### src/rtl/ddr2_trk_pkg.sv
package ddr2_trk_pkg;

    typedef enum logic [3:0] {
        K_NOP  = 4'd0,
        K_ACT  = 4'd1,
        K_RD   = 4'd2,
        K_RDA  = 4'd3,
        K_WR   = 4'd4,
        K_WRA  = 4'd5,
        K_PRE  = 4'd6,
        K_PREA = 4'd7,
        K_REF  = 4'd8,
        K_LMR  = 4'd9,
        K_SRE  = 4'd10
    } cmd_kind_e;

    typedef enum logic [1:0] {
        PWR_RUN    = 2'd0,
        PWR_PRE_PD = 2'd1,
        PWR_ACT_PD = 2'd2,
        PWR_SELF   = 2'd3
    } pwr_e;

    typedef struct packed {
        logic cs_n;
        logic ras_n;
        logic cas_n;
        logic we_n;
    } strobe_t;

    // Map the three strobes plus the auto-precharge / all-bank bit to a kind.
    function automatic cmd_kind_e classify_pins(input logic ras_n, input logic cas_n,
                                                input logic we_n, input logic ap);
        cmd_kind_e k;
        case ({ras_n, cas_n, we_n})
            3'b011:  k = K_ACT;
            3'b101:  k = ap ? K_RDA : K_RD;
            3'b100:  k = ap ? K_WRA : K_WR;
            3'b010:  k = ap ? K_PREA : K_PRE;
            3'b001:  k = K_REF;
            3'b000:  k = K_LMR;
            default: k = K_NOP;
        endcase
        return k;
    endfunction

endpackage

### src/rtl/ddr2_cmd_classify.sv
module ddr2_cmd_classify
    import ddr2_trk_pkg::*;
(
    input  strobe_t   pins,
    input  logic      ap_bit,
    output cmd_kind_e raw_kind
);
    always_comb begin
        if (pins.cs_n)
            raw_kind = K_NOP;
        else
            raw_kind = classify_pins(pins.ras_n, pins.cas_n, pins.we_n, ap_bit);
    end
endmodule

### src/rtl/ddr2_bank_table.sv
module ddr2_bank_table #(
    parameter int NUM_BANKS = 8,
    parameter int ROW_W     = 14,
    localparam int BA_W     = $clog2(NUM_BANKS)
) (
    input  logic                       clk,
    input  logic                       rst,
    input  logic                       open_en,
    input  logic [BA_W-1:0]            open_bank,
    input  logic [ROW_W-1:0]           open_row,
    input  logic                       close_one,
    input  logic [BA_W-1:0]            close_bank,
    input  logic                       close_all,
    output logic [NUM_BANKS-1:0]       open_vec,
    output logic [NUM_BANKS*ROW_W-1:0] row_flat
);
    for (genvar b = 0; b < NUM_BANKS; b++) begin : g_bank
        logic             open_r;
        logic [ROW_W-1:0] row_r;
        logic             hit_close;
        logic             hit_open;

        assign hit_close = close_all || (close_one && (close_bank == BA_W'(b)));
        assign hit_open  = open_en && (open_bank == BA_W'(b));

        always_ff @(posedge clk) begin
            if (rst) begin
                open_r <= 1'b0;
                row_r  <= '0;
            end else if (hit_close) begin
                open_r <= 1'b0;
            end else if (hit_open) begin
                open_r <= 1'b1;
                row_r  <= open_row;
            end
        end

        assign open_vec[b]                  = open_r;
        assign row_flat[b*ROW_W +: ROW_W]   = row_r;
    end
endmodule

### src/rtl/ddr2_mode_regs.sv
module ddr2_mode_regs #(
    parameter int NUM_MR = 4,
    parameter int OP_W   = 14,
    localparam int SEL_W = $clog2(NUM_MR)
) (
    input  logic                   clk,
    input  logic                   rst,
    input  logic                   wr_en,
    input  logic [SEL_W-1:0]       wr_sel,
    input  logic [OP_W-1:0]        wr_data,
    output logic [NUM_MR*OP_W-1:0] regs_flat
);
    for (genvar m = 0; m < NUM_MR; m++) begin : g_mr
        logic [OP_W-1:0] val_r;

        always_ff @(posedge clk) begin
            if (rst)
                val_r <= '0;
            else if (wr_en && (wr_sel == SEL_W'(m)))
                val_r <= wr_data;
        end

        assign regs_flat[m*OP_W +: OP_W] = val_r;
    end
endmodule

### src/rtl/ddr2_power_fsm.sv
module ddr2_power_fsm
    import ddr2_trk_pkg::*;
(
    input  logic clk,
    input  logic rst,
    input  logic cke,
    input  logic any_open,
    input  logic ref_req,
    output pwr_e state_q,
    output pwr_e state_seen,
    output logic run_cycle,
    output logic sr_enter,
    output logic pd_enter
);
    pwr_e state_d;

    assign run_cycle = (state_q == PWR_RUN) && cke;
    assign sr_enter  = (state_q == PWR_RUN) && !cke && ref_req && !any_open;
    assign pd_enter  = (state_q == PWR_RUN) && !cke && !sr_enter;

    always_comb begin
        state_d = state_q;
        case (state_q)
            PWR_RUN: begin
                if (sr_enter)
                    state_d = PWR_SELF;
                else if (pd_enter)
                    state_d = any_open ? PWR_ACT_PD : PWR_PRE_PD;
            end
            PWR_PRE_PD, PWR_ACT_PD, PWR_SELF: begin
                if (cke)
                    state_d = PWR_RUN;
            end
            default: state_d = PWR_RUN;
        endcase
    end

    always_ff @(posedge clk) begin
        if (rst)
            state_q <= PWR_RUN;
        else
            state_q <= state_d;
    end

    // Self-refresh exit is reported as soon as clock enable rises.
    assign state_seen = (state_q == PWR_SELF && cke) ? PWR_RUN : state_q;
endmodule

### src/rtl/ddr2_cmd_tracker.sv
module ddr2_cmd_tracker
    import ddr2_trk_pkg::*;
#(
    parameter int NUM_BANKS = 8,
    parameter int ADDR_W    = 14,
    parameter int NUM_MR    = 4,
    parameter int AP_BIT    = 10,
    localparam int BA_W     = $clog2(NUM_BANKS),
    localparam int MR_SEL_W = $clog2(NUM_MR)
) (
    input  logic                        clk,
    input  logic                        rst,
    input  logic                        cs_n,
    input  logic                        ras_n,
    input  logic                        cas_n,
    input  logic                        we_n,
    input  logic                        cke,
    input  logic [BA_W-1:0]             ba,
    input  logic [ADDR_W-1:0]           addr,
    output logic [3:0]                  cmd_kind,
    output logic                        illegal,
    output logic [NUM_BANKS-1:0]        bank_open,
    output logic [NUM_BANKS*ADDR_W-1:0] bank_rows,
    output logic [NUM_MR*ADDR_W-1:0]    mode_regs,
    output logic [1:0]                  pwr_state
);
    strobe_t   pins;
    cmd_kind_e raw_kind;
    cmd_kind_e kind_d, kind_q;
    logic      ill_d, ill_q;
    logic      any_open, ref_req;
    logic      run_cycle, sr_enter, pd_enter;
    pwr_e      st_q, st_seen;
    logic      open_en, close_one, close_all, mr_wr;
    logic      target_open;

    assign pins        = '{cs_n: cs_n, ras_n: ras_n, cas_n: cas_n, we_n: we_n};
    assign any_open    = |bank_open;
    assign ref_req     = (raw_kind == K_REF);
    assign target_open = bank_open[ba];

    ddr2_cmd_classify u_classify (
        .pins     (pins),
        .ap_bit   (addr[AP_BIT]),
        .raw_kind (raw_kind)
    );

    ddr2_power_fsm u_power (
        .clk        (clk),
        .rst        (rst),
        .cke        (cke),
        .any_open   (any_open),
        .ref_req    (ref_req),
        .state_q    (st_q),
        .state_seen (st_seen),
        .run_cycle  (run_cycle),
        .sr_enter   (sr_enter),
        .pd_enter   (pd_enter)
    );

    // Accept or reject the sampled command against the current bank state.
    always_comb begin
        kind_d    = K_NOP;
        ill_d     = 1'b0;
        open_en   = 1'b0;
        close_one = 1'b0;
        close_all = 1'b0;
        mr_wr     = 1'b0;
        if (run_cycle) begin
            case (raw_kind)
                K_ACT: begin
                    if (target_open) ill_d = 1'b1;
                    else begin
                        open_en = 1'b1;
                        kind_d  = K_ACT;
                    end
                end
                K_RD, K_RDA, K_WR, K_WRA: begin
                    if (!target_open) ill_d = 1'b1;
                    else begin
                        kind_d    = raw_kind;
                        close_one = (raw_kind == K_RDA) || (raw_kind == K_WRA);
                    end
                end
                K_PRE: begin
                    close_one = 1'b1;
                    kind_d    = K_PRE;
                end
                K_PREA: begin
                    close_all = 1'b1;
                    kind_d    = K_PREA;
                end
                K_REF: begin
                    if (any_open) ill_d = 1'b1;
                    else kind_d = K_REF;
                end
                K_LMR: begin
                    if (int'(ba) >= NUM_MR) ill_d = 1'b1;
                    else begin
                        mr_wr  = 1'b1;
                        kind_d = K_LMR;
                    end
                end
                default: kind_d = K_NOP;
            endcase
        end else if (sr_enter) begin
            kind_d = K_SRE;
        end else if (pd_enter && ref_req && any_open) begin
            ill_d = 1'b1;
        end
    end

    ddr2_bank_table #(
        .NUM_BANKS (NUM_BANKS),
        .ROW_W     (ADDR_W)
    ) u_banks (
        .clk        (clk),
        .rst        (rst),
        .open_en    (open_en),
        .open_bank  (ba),
        .open_row   (addr),
        .close_one  (close_one),
        .close_bank (ba),
        .close_all  (close_all),
        .open_vec   (bank_open),
        .row_flat   (bank_rows)
    );

    ddr2_mode_regs #(
        .NUM_MR (NUM_MR),
        .OP_W   (ADDR_W)
    ) u_mode (
        .clk       (clk),
        .rst       (rst),
        .wr_en     (mr_wr),
        .wr_sel    (ba[MR_SEL_W-1:0]),
        .wr_data   (addr),
        .regs_flat (mode_regs)
    );

    always_ff @(posedge clk) begin
        if (rst) begin
            kind_q <= K_NOP;
            ill_q  <= 1'b0;
        end else begin
            kind_q <= kind_d;
            ill_q  <= ill_d;
        end
    end

    assign cmd_kind  = kind_q;
    assign illegal   = ill_q;
    assign pwr_state = st_seen;
endmodule

### config.mk
export PLATFORM = sky130hd
export DESIGN_NAME = ddr2_cmd_tracker
export DESIGN_NICKNAME = d
export VERILOG_FILES = /design/src/rtl/ddr2_trk_pkg.sv /design/src/rtl/ddr2_cmd_classify.sv /design/src/rtl/ddr2_bank_table.sv /design/src/rtl/ddr2_mode_regs.sv /design/src/rtl/ddr2_power_fsm.sv /design/src/rtl/ddr2_cmd_tracker.sv
export SDC_FILE = /design/constraint.sdc
export NUM_CORES = 1
export LEC_CHECK = 0
export CORE_ASPECT_RATIO = 0.75
export CORE_MARGIN = 8
export CORE_UTILIZATION = 44
export CTS_CLUSTER_SIZE = 10
export DETAILED_ROUTE_END_ITERATION = 6
export GPL_ROUTABILITY_DRIVEN = 0
export PLACE_DENSITY = 0.73
export SYNTH_ARGS = -nofsm -noshare
export SYNTH_HDL_FRONTEND = slang
export SYNTH_HIERARCHICAL = 1
export SYNTH_SLANG_ARGS = --single-unit
### constraint.sdc
create_clock -name clk -period 3.1 [get_ports clk]
set_input_delay 0.465 -clock clk [delete_from_list [all_inputs] [get_ports clk]]
set_output_delay 0.465 -clock clk [all_outputs]
set_load 0.02 [all_outputs]
==> results of run 1 <==
sequential cells by signal (all words and copies together), names as in the netlist:
signal and flops:
cmd_kind 4, u_banks/g_bank.open_r 8, u_banks/g_bank.row_r 112, illegal 1
u_power/state_q 2, u_mode/g_mr.val_r 56
what timing repair did:
item,4_1_cts,5_1_grt
setup endpoints to repair,0,35
resized for setup,0,2
setup buffers,0,0
logic make-up (layout without fill, tap and decap cells):
logic type	after synthesis	after routing
AND/OR/NAND/NOR	262	262
flip-flops	183	183
multiplexers	172	172
buffers and inverters	75	293
AO/OA/AOI/OAI	34	34
XOR/XNOR	2	2
path summary, 6_finish.rpt:
| path | end | start | slack [ns] | depth (start not counted) |
|---|---|---|---|---|
| max | u_banks/g_bank[5].row_r[9] | ras_n | 0.22 | 12 |
| min | u_mode/g_mr[0].val_r[1] | u_mode/g_mr[0].val_r[1] | 0.47 | 2 |
| max reg2reg | u_banks/g_bank[5].row_r[9] | u_banks/g_bank[0].open_r | 0.52 | 8 |
| min reg2reg | u_mode/g_mr[0].val_r[1] | u_mode/g_mr[0].val_r[1] | 0.47 | 2 |
cell type report:
type | instances | area, um^2 | share of cell area, %
clock buffers | 17 | 425 | 3.91
clock inverters | 15 | 135 | 1.24
flip-flops and latches | 183 | 3660 | 33.7
inverters | 8 | 30.0 | 0.276
repair buffers | 253 | 2560 | 23.6
multi-input cells | 470 | 3760 | 34.6
well taps | 242 | 303 | 2.78
power by group through the flow:
stage | clock (mW) | sequential, mW | combinational, mW
3_3_place_gp | 0 | 2.42 | 0.311
2_1_floorplan | 0 | 2.43 | 0.166
6_report | 2.07 | 2.37 | 0.311
4_1_cts | 2.10 | 2.37 | 0.312
3_5_place_dp | 0 | 2.42 | 0.311
5_1_grt | 2.21 | 2.37 | 0.334
synth_stat cells, types with 3 or more instances:
master                      number  area share, %
sky130_fd_sc_hd__o211ai_1        5           0.48
sky130_fd_sc_hd__nor3b_1         3           0.29
sky130_fd_sc_hd__buf_6           6           0.86
sky130_fd_sc_hd__mux2i_1       168             22
sky130_fd_sc_hd__nand4b_1        3           0.34
sky130_fd_sc_hd__dfxtp_1       183             47
sky130_fd_sc_hd__nand2_1         5           0.24
sky130_fd_sc_hd__buf_1          14           0.67
sky130_fd_sc_hd__a21boi_0        3           0.29
sky130_fd_sc_hd__nand2b_1      198             16
sky130_fd_sc_hd__nor3_1          6           0.38
sky130_fd_sc_hd__buf_2          11           0.70
sky130_fd_sc_hd__nand4bb_1       3           0.43
sky130_fd_sc_hd__nor4_1          4           0.32
sky130_fd_sc_hd__a31oi_1         3           0.24
sky130_fd_sc_hd__a21oi_1         3           0.19
sky130_fd_sc_hd__buf_4          12            1.2
sky130_fd_sc_hd__inv_1           6           0.29
sky130_fd_sc_hd__clkbuf_1       22            1.1
sky130_fd_sc_hd__nor2_1         11           0.53
sky130_fd_sc_hd__nand3_1         4           0.26
per-stage QoR:
| stage | hold slack (ns) | area [um^2] | power (mW) | util [%] | setup TNS, ns |
|---|---|---|---|---|---|
| 2_1_floorplan | 0.428 | 7810 | 2.60 | - | 0 |
| 3_3_place_gp | 0.457 | 10300 | 2.73 | 58.9 | -13.17 |
| 3_5_place_dp | 0.464 | 10300 | 2.74 | 58.9 | -20.56 |
| 4_1_cts | 0.476 | 10900 | 4.78 | 62.1 | 0 |
| 5_1_grt | 0.493 | 10900 | 4.91 | 62.2 | 0 |
| 6_report | 0.472 | 10900 | 4.75 | 62.2 | 0 |
worst min-delay path: cells and delay by family (launching register included):
kind,cells,cell delay [ns]
flops,1,0.31
mux,1,0.05
simple gates,1,0.06
routing by layer:
metal	track usage, %	up-vias
met5	0	-
met4	4.17	0
met3	7.87	19
met2	30.3	144
met1	25.1	2785
li1	-	2861
==> flow_summary.ini, run 1 <==
[routing]
met3WireLength_um = 1790
met2WireLength_um = 9780
drt_iter0_drc = 271
detailedRoute.firstPassIterationCount = 4
drt_drc_violations_left = 0
postRouteWirelength_um = 22000
post_drt_via_cell_ratio = 4.89
route.antenna.remaining_nets = 0
routedWlPerCell_um = 18.6
highest_layer_used_for_signal_routing = met4
vias = 5809
detail_route.wirelength.met1_um = 10200

[clock_network]
ctsHtreeMaxLevel = 4
cts.path.max_buffers = 2
clkLatencyLatePin_ns = 0.42
ctsHoldBuffers = 0
tritoncts_clock_tree = yes
cts_buffers = 17
clk_root_buffer_cell = sky130_fd_sc_hd__clkbuf_16
cts_clock_pin_slew_for_the_worst_setup_and_hold_paths_ns = 0.07
cts_sinks = 183

[floorplan]
pin_count = 207
die_height_um = 131
core_area_um2 = 17500
initial_core_util_pct = 44.6
floorplan.die_area_um2 = 22300
die_w_um = 170
core.rowCount = 42

[synth]
synth-simple-area-share_pct = 21.6
seq_area_frac_synth_pct = 46.9
synth_top_family_by_area = multiplexers
synth.distinct_cells = 62
ys_seq_elements = 183
synth_edf_count = 0
yosys.area_share.xor_xnor_pct = 0.224
syn_area_um2 = 7810
synthMuxAreaShare_pct = 22.5
synth_compound_area_share_pct = 3.67
synth_cells = 728
mappedNetlistNets = 752
ys_async_sr_fraction_pct = 0
synthAdderAreaFrac_pct = 0
yosys_warnings = 6
syn_area_per_cell_um2 = 10.7
synthFlopType = sky130_fd_sc_hd__dfxtp_1

[finish]
post_layout_nonfiller_instances = 1188
finish.net_count = 957
final_cell_mix = sky130_fd_sc_hd__clkdlybuf4s50_1 (205), sky130_fd_sc_hd__nand2b_1 (198), sky130_fd_sc_hd__dfxtp_1 (183)
antenna_cells_inserted = 0
fillCellCount = 1477
layout-drive-gt1-share_pct = 10.8
syn2layout_area_growth_pct = 39.3
mostFrequentLayoutCell = sky130_fd_sc_hd__clkdlybuf4s50_1

[flow_run]
maxCapViolations = 0

[pwr]
power.switching_mw = 1.18
power.switching_fraction_pct = 24.9
power_frac_comb_pct = 6.5
irDropWorstVdd_uv = 342
internal_power_mw = 3.56
power-per-cell-area_nw_per_um2 = 436
sequentialPowerShare_pct = 49.9
p_leak_nw = 4.75
power_frac_clock_pct = 43.5

[timing]
max_clock_freq_ghz = 0.348
slew_headroom_pct = 46.2
final_skew_ns = 0.0134
worstMarginPinSlew_ns = 0.807
final.min_clock_period_ns = 2.88
grt_setup_unrepaired = no
fin_crit_sh_pct = 92.8
final_critical_path_setup_slack_ns = 0.224
report.final.slew_viol_count = 0
final-hold-violation-count = 0
number_of_setup_violations_in_the_final_report = 0

[status]
run_status = finished clean

[hold_path]
hold_path.class = reg -> reg

[global_routing]
wire_length_of_the_first_global_routing_pass_um = 34400
maximum_number_of_pins_on_one_net_before_global_route_repair = 101
vias_in_the_first_global_route = 6037
grtUsageTotal_pct = 19.5
grt_antenna_before_repair = 0
overflow = 0

[critical_path]
worst_path_dominant_cell_family = buffers and inverters
cp-start-kind = input pin
critical_path.cell_chain = clkdlybuf4s50_1, buf_4, a21boi_0, a2111oi_1, buf_4, nand2_1, nor4_1, buf_4, nand4b_1, a311oi_4, buf_12, mux2i_1
timing.critical_path.slowest_stage_cell = sky130_fd_sc_hd__clkdlybuf4s50_1
critPathMostFrequentCell = sky130_fd_sc_hd__buf_4
endpoint_kind = flop
critPathKind = in -> reg
worst-endpoint-required_ns = 3.44
critPathArrivalTime_ns = 3.22
cp_slowest_stage_delay_ns = 0.46
cp_num_buf_inv = 5
max_fanout_on_critical_path = 14

[place]
dp_slack_ns = -0.294
placement.io_buffers = 206
dp_cells = 1156
place_hpwl_um = 15900
No activity file was read; power rests on OpenSTA's default activity.
==> inputs of run 2 (changes only) <==
--- a/config.mk
+++ b/config.mk
@@ -5,12 +5,14 @@
 export SDC_FILE = /design/constraint.sdc
 export NUM_CORES = 1
 export LEC_CHECK = 0
+export ABC_CLOCK_PERIOD_IN_PS = 3100
 export CORE_ASPECT_RATIO = 0.75
 export CORE_MARGIN = 8
 export CORE_UTILIZATION = 44
 export CTS_CLUSTER_SIZE = 10
 export DETAILED_ROUTE_END_ITERATION = 6
 export GPL_ROUTABILITY_DRIVEN = 0
+export GPL_TIMING_DRIVEN = 0
 export PLACE_DENSITY = 0.73
 export SYNTH_ARGS = -nofsm -noshare
 export SYNTH_HDL_FRONTEND = slang
==> run 2 against run 1 <==
Non-clock buffer count grew 25. Sequential share of layout area is essentially flat. Hold slack lost 0.020 ns. Routed wire length grew 5.0%. Sequential power is essentially flat. Power grew 1.3%. Global-route usage grew 0.91 points. Clock-buffer cell count grew 1. Design area is essentially flat. Largest cell class unchanged. Largest power group unchanged.
==> flow_summary.ini, run 2 (synthesized netlist as in run 1, its figures left out) <==
[critical_path]
critical_path.cell_chain = clkdlybuf4s15_2, mux4_2, mux2_4, nor4_4, buf_4, nand4b_1, a311oi_4, buf_6, mux2i_1
endpoint_kind = flop
cp_slowest_stage_delay_ns = 0.56
critPathArrivalTime_ns = 3.30
max_fanout_on_critical_path = 18
worst_path_dominant_cell_family = multiplexers
ff2ff_setup_slack_ns = 0.27
timing.critical_path.slowest_stage_cell = sky130_fd_sc_hd__mux4_2
cp-start-kind = input pin
cp_num_buf_inv = 3
critPathKind = in -> reg
worst-endpoint-required_ns = 3.45

[clock_network]
tritoncts_clock_tree = yes
cts_buffers = 17
clk_root_buffer_cell = sky130_fd_sc_hd__clkbuf_16
clkLatencyLatePin_ns = 0.43
cts.path.max_buffers = 2
cts_clock_pin_slew_for_the_worst_setup_and_hold_paths_ns = 0.07
ctsHoldBuffers = 0
ctsHtreeMaxLevel = 4
cts_sinks = 183

[floorplan]
floorplan.die_area_um2 = 22300
core_area_um2 = 17500
initial_core_util_pct = 44.6
core.rowCount = 42
die_w_um = 170
die_height_um = 131
pin_count = 207

[pwr]
sequentialPowerShare_pct = 49.3
finalPower_mw = 4.81
power_frac_comb_pct = 6.7
irDropWorstVdd_uv = 324
power-per-cell-area_nw_per_um2 = 442
p_leak_nw = 4.72
power.switching_mw = 1.18
power_frac_clock_pct = 44.0
internal_power_mw = 3.63
power.switching_fraction_pct = 24.5

[routing]
drt_iter0_drc = 291
drt_drc_violations_left = 0
routedWlPerCell_um = 19.1
route.antenna.remaining_nets = 0
post_drt_via_cell_ratio = 4.91
detailedRoute.firstPassIterationCount = 5
postRouteWirelength_um = 23100
vias = 5959

[finish]
seqCellArea_um2 = 3660
fillCellCount = 1491
finish.net_count = 982
final_area_um2 = 10900
multi_input_area_um2 = 3820
post_layout_nonfiller_instances = 1213
largest_reg_flops = 112
layout-drive-gt1-share_pct = 10.2
antenna_cells_inserted = 0
final_core_util_pct = 62.1
final_cell_mix = sky130_fd_sc_hd__clkdlybuf4s50_1 (201), sky130_fd_sc_hd__nand2b_1 (198), sky130_fd_sc_hd__dfxtp_1 (183)
reg.largest.list = u_banks/g_bank.row_r: 112 flops, u_mode/g_mr.val_r: 56 flops, u_banks/g_bank.open_r: 8 flops
mostFrequentLayoutCell = sky130_fd_sc_hd__clkdlybuf4s50_1
largest_register = u_banks/g_bank.row_r
syn2layout_area_growth_pct = 39.2

[place]
dp_cells = 1176
place_hpwl_um = 17000
dp_slack_ns = -1.47
dp_area_um2 = 10200
placement.io_buffers = 206

[global_routing]
grt_antenna_before_repair = 1
grtUsageTotal_pct = 20.4
overflow = 0
vias_in_the_first_global_route = 6081
maximum_number_of_pins_on_one_net_before_global_route_repair = 23
wire_length_of_the_first_global_routing_pass_um = 35400

[timing]
fin_crit_sh_pct = 95.1
whs_ns = 0.452
worstMarginPinSlew_ns = 0.804
final.min_clock_period_ns = 2.95
slew_headroom_pct = 46.2
final_critical_path_setup_slack_ns = 0.153
final-hold-violation-count = 0
number_of_setup_violations_in_the_final_report = 0
finalSetupTns_ns = 0
final_skew_ns = 0.00611
max_clock_freq_ghz = 0.339
grt_setup_unrepaired = no
report.final.slew_viol_count = 0

[flow_run]
maxCapViolations = 0

[status]
run_status = finished clean

[hold_path]
hold_path.class = reg -> reg
run 2: cell types whose count changed in the layout (fill, tap and decap cells not counted), sizes merged:
| cell | delta |
|---|---|
| buf | +1 |
| bufinv | +1 |
| clkbuf | +25 |
| clkdlybuf4s15 | +1 |
| clkdlybuf4s50 | -4 |
| clkinvlp | +1 |
| dlygate4sd2 | +1 |
| dlymetal6s2s | +2 |
| inv | -3 |
run 2: cell type report:
| class | instances | area share [%] |
|---|---|---|
| multi-input cells | 470 | 35.1 |
| flip-flops and latches | 183 | 33.7 |
| repair buffers | 211 | 19.3 |
| clock buffers | 18 | 3.95 |
| plain buffers | 67 | 3.51 |
| well taps | 242 | 2.79 |
| clock inverters | 14 | 1.34 |
| inverters | 8 | 0.276 |
run 2: repair_timing:
action	4_1_cts	5_1_grt
gates resized for setup	14	16
gates cloned	0	0
pin swaps	2	5
endpoints found under the setup margin	120	81
buffers inserted	2	3
run 2: worst reg2reg max path, cell delays in order (launching register included):
cell and delay (ns):
sky130_fd_sc_hd__dfxtp_1 0.32, sky130_fd_sc_hd__buf_4 0.14, sky130_fd_sc_hd__mux4_2 0.46, sky130_fd_sc_hd__mux2_4 0.34
sky130_fd_sc_hd__nor4_4 0.38, sky130_fd_sc_hd__buf_4 0.19, sky130_fd_sc_hd__nand4b_1 0.16, sky130_fd_sc_hd__a311oi_4 0.30
sky130_fd_sc_hd__buf_6 0.24, sky130_fd_sc_hd__mux2i_1 0.22
run 2: power by group through the flow:
stage                     Combinational [mW]  Sequential (mW)  Clock (mW)
after floorplan                        0.166             2.43           0
after global placement                 0.312             2.42           0
after detailed placement               0.314             2.42           0
after CTS                              0.318             2.37        2.16
after global routing                   0.346             2.37        2.27
final                                  0.323             2.37        2.12
run 2: routing by layer:
metal / part of all wire, % / track usage [%] / wire length, um
met5: 0.056 / 0 / 13
met4: 0.93 / 4.95 / 216
met3: 8.8 / 8.32 / 2040
met2: 43 / 30.7 / 10000
met1: 47 / 26.8 / 10900
run 2: final timing paths:
check / start / end / cells after the start
hold reg to reg: u_banks/g_bank[3].open_r / u_banks/g_bank[3].open_r / 2
hold / removal: u_banks/g_bank[3].open_r / u_banks/g_bank[3].open_r / 2
setup reg to reg: u_banks/g_bank[5].open_r / u_banks/g_bank[5].row_r[7] / 9
setup / recovery: ba[0] / u_banks/g_bank[5].row_r[7] / 9
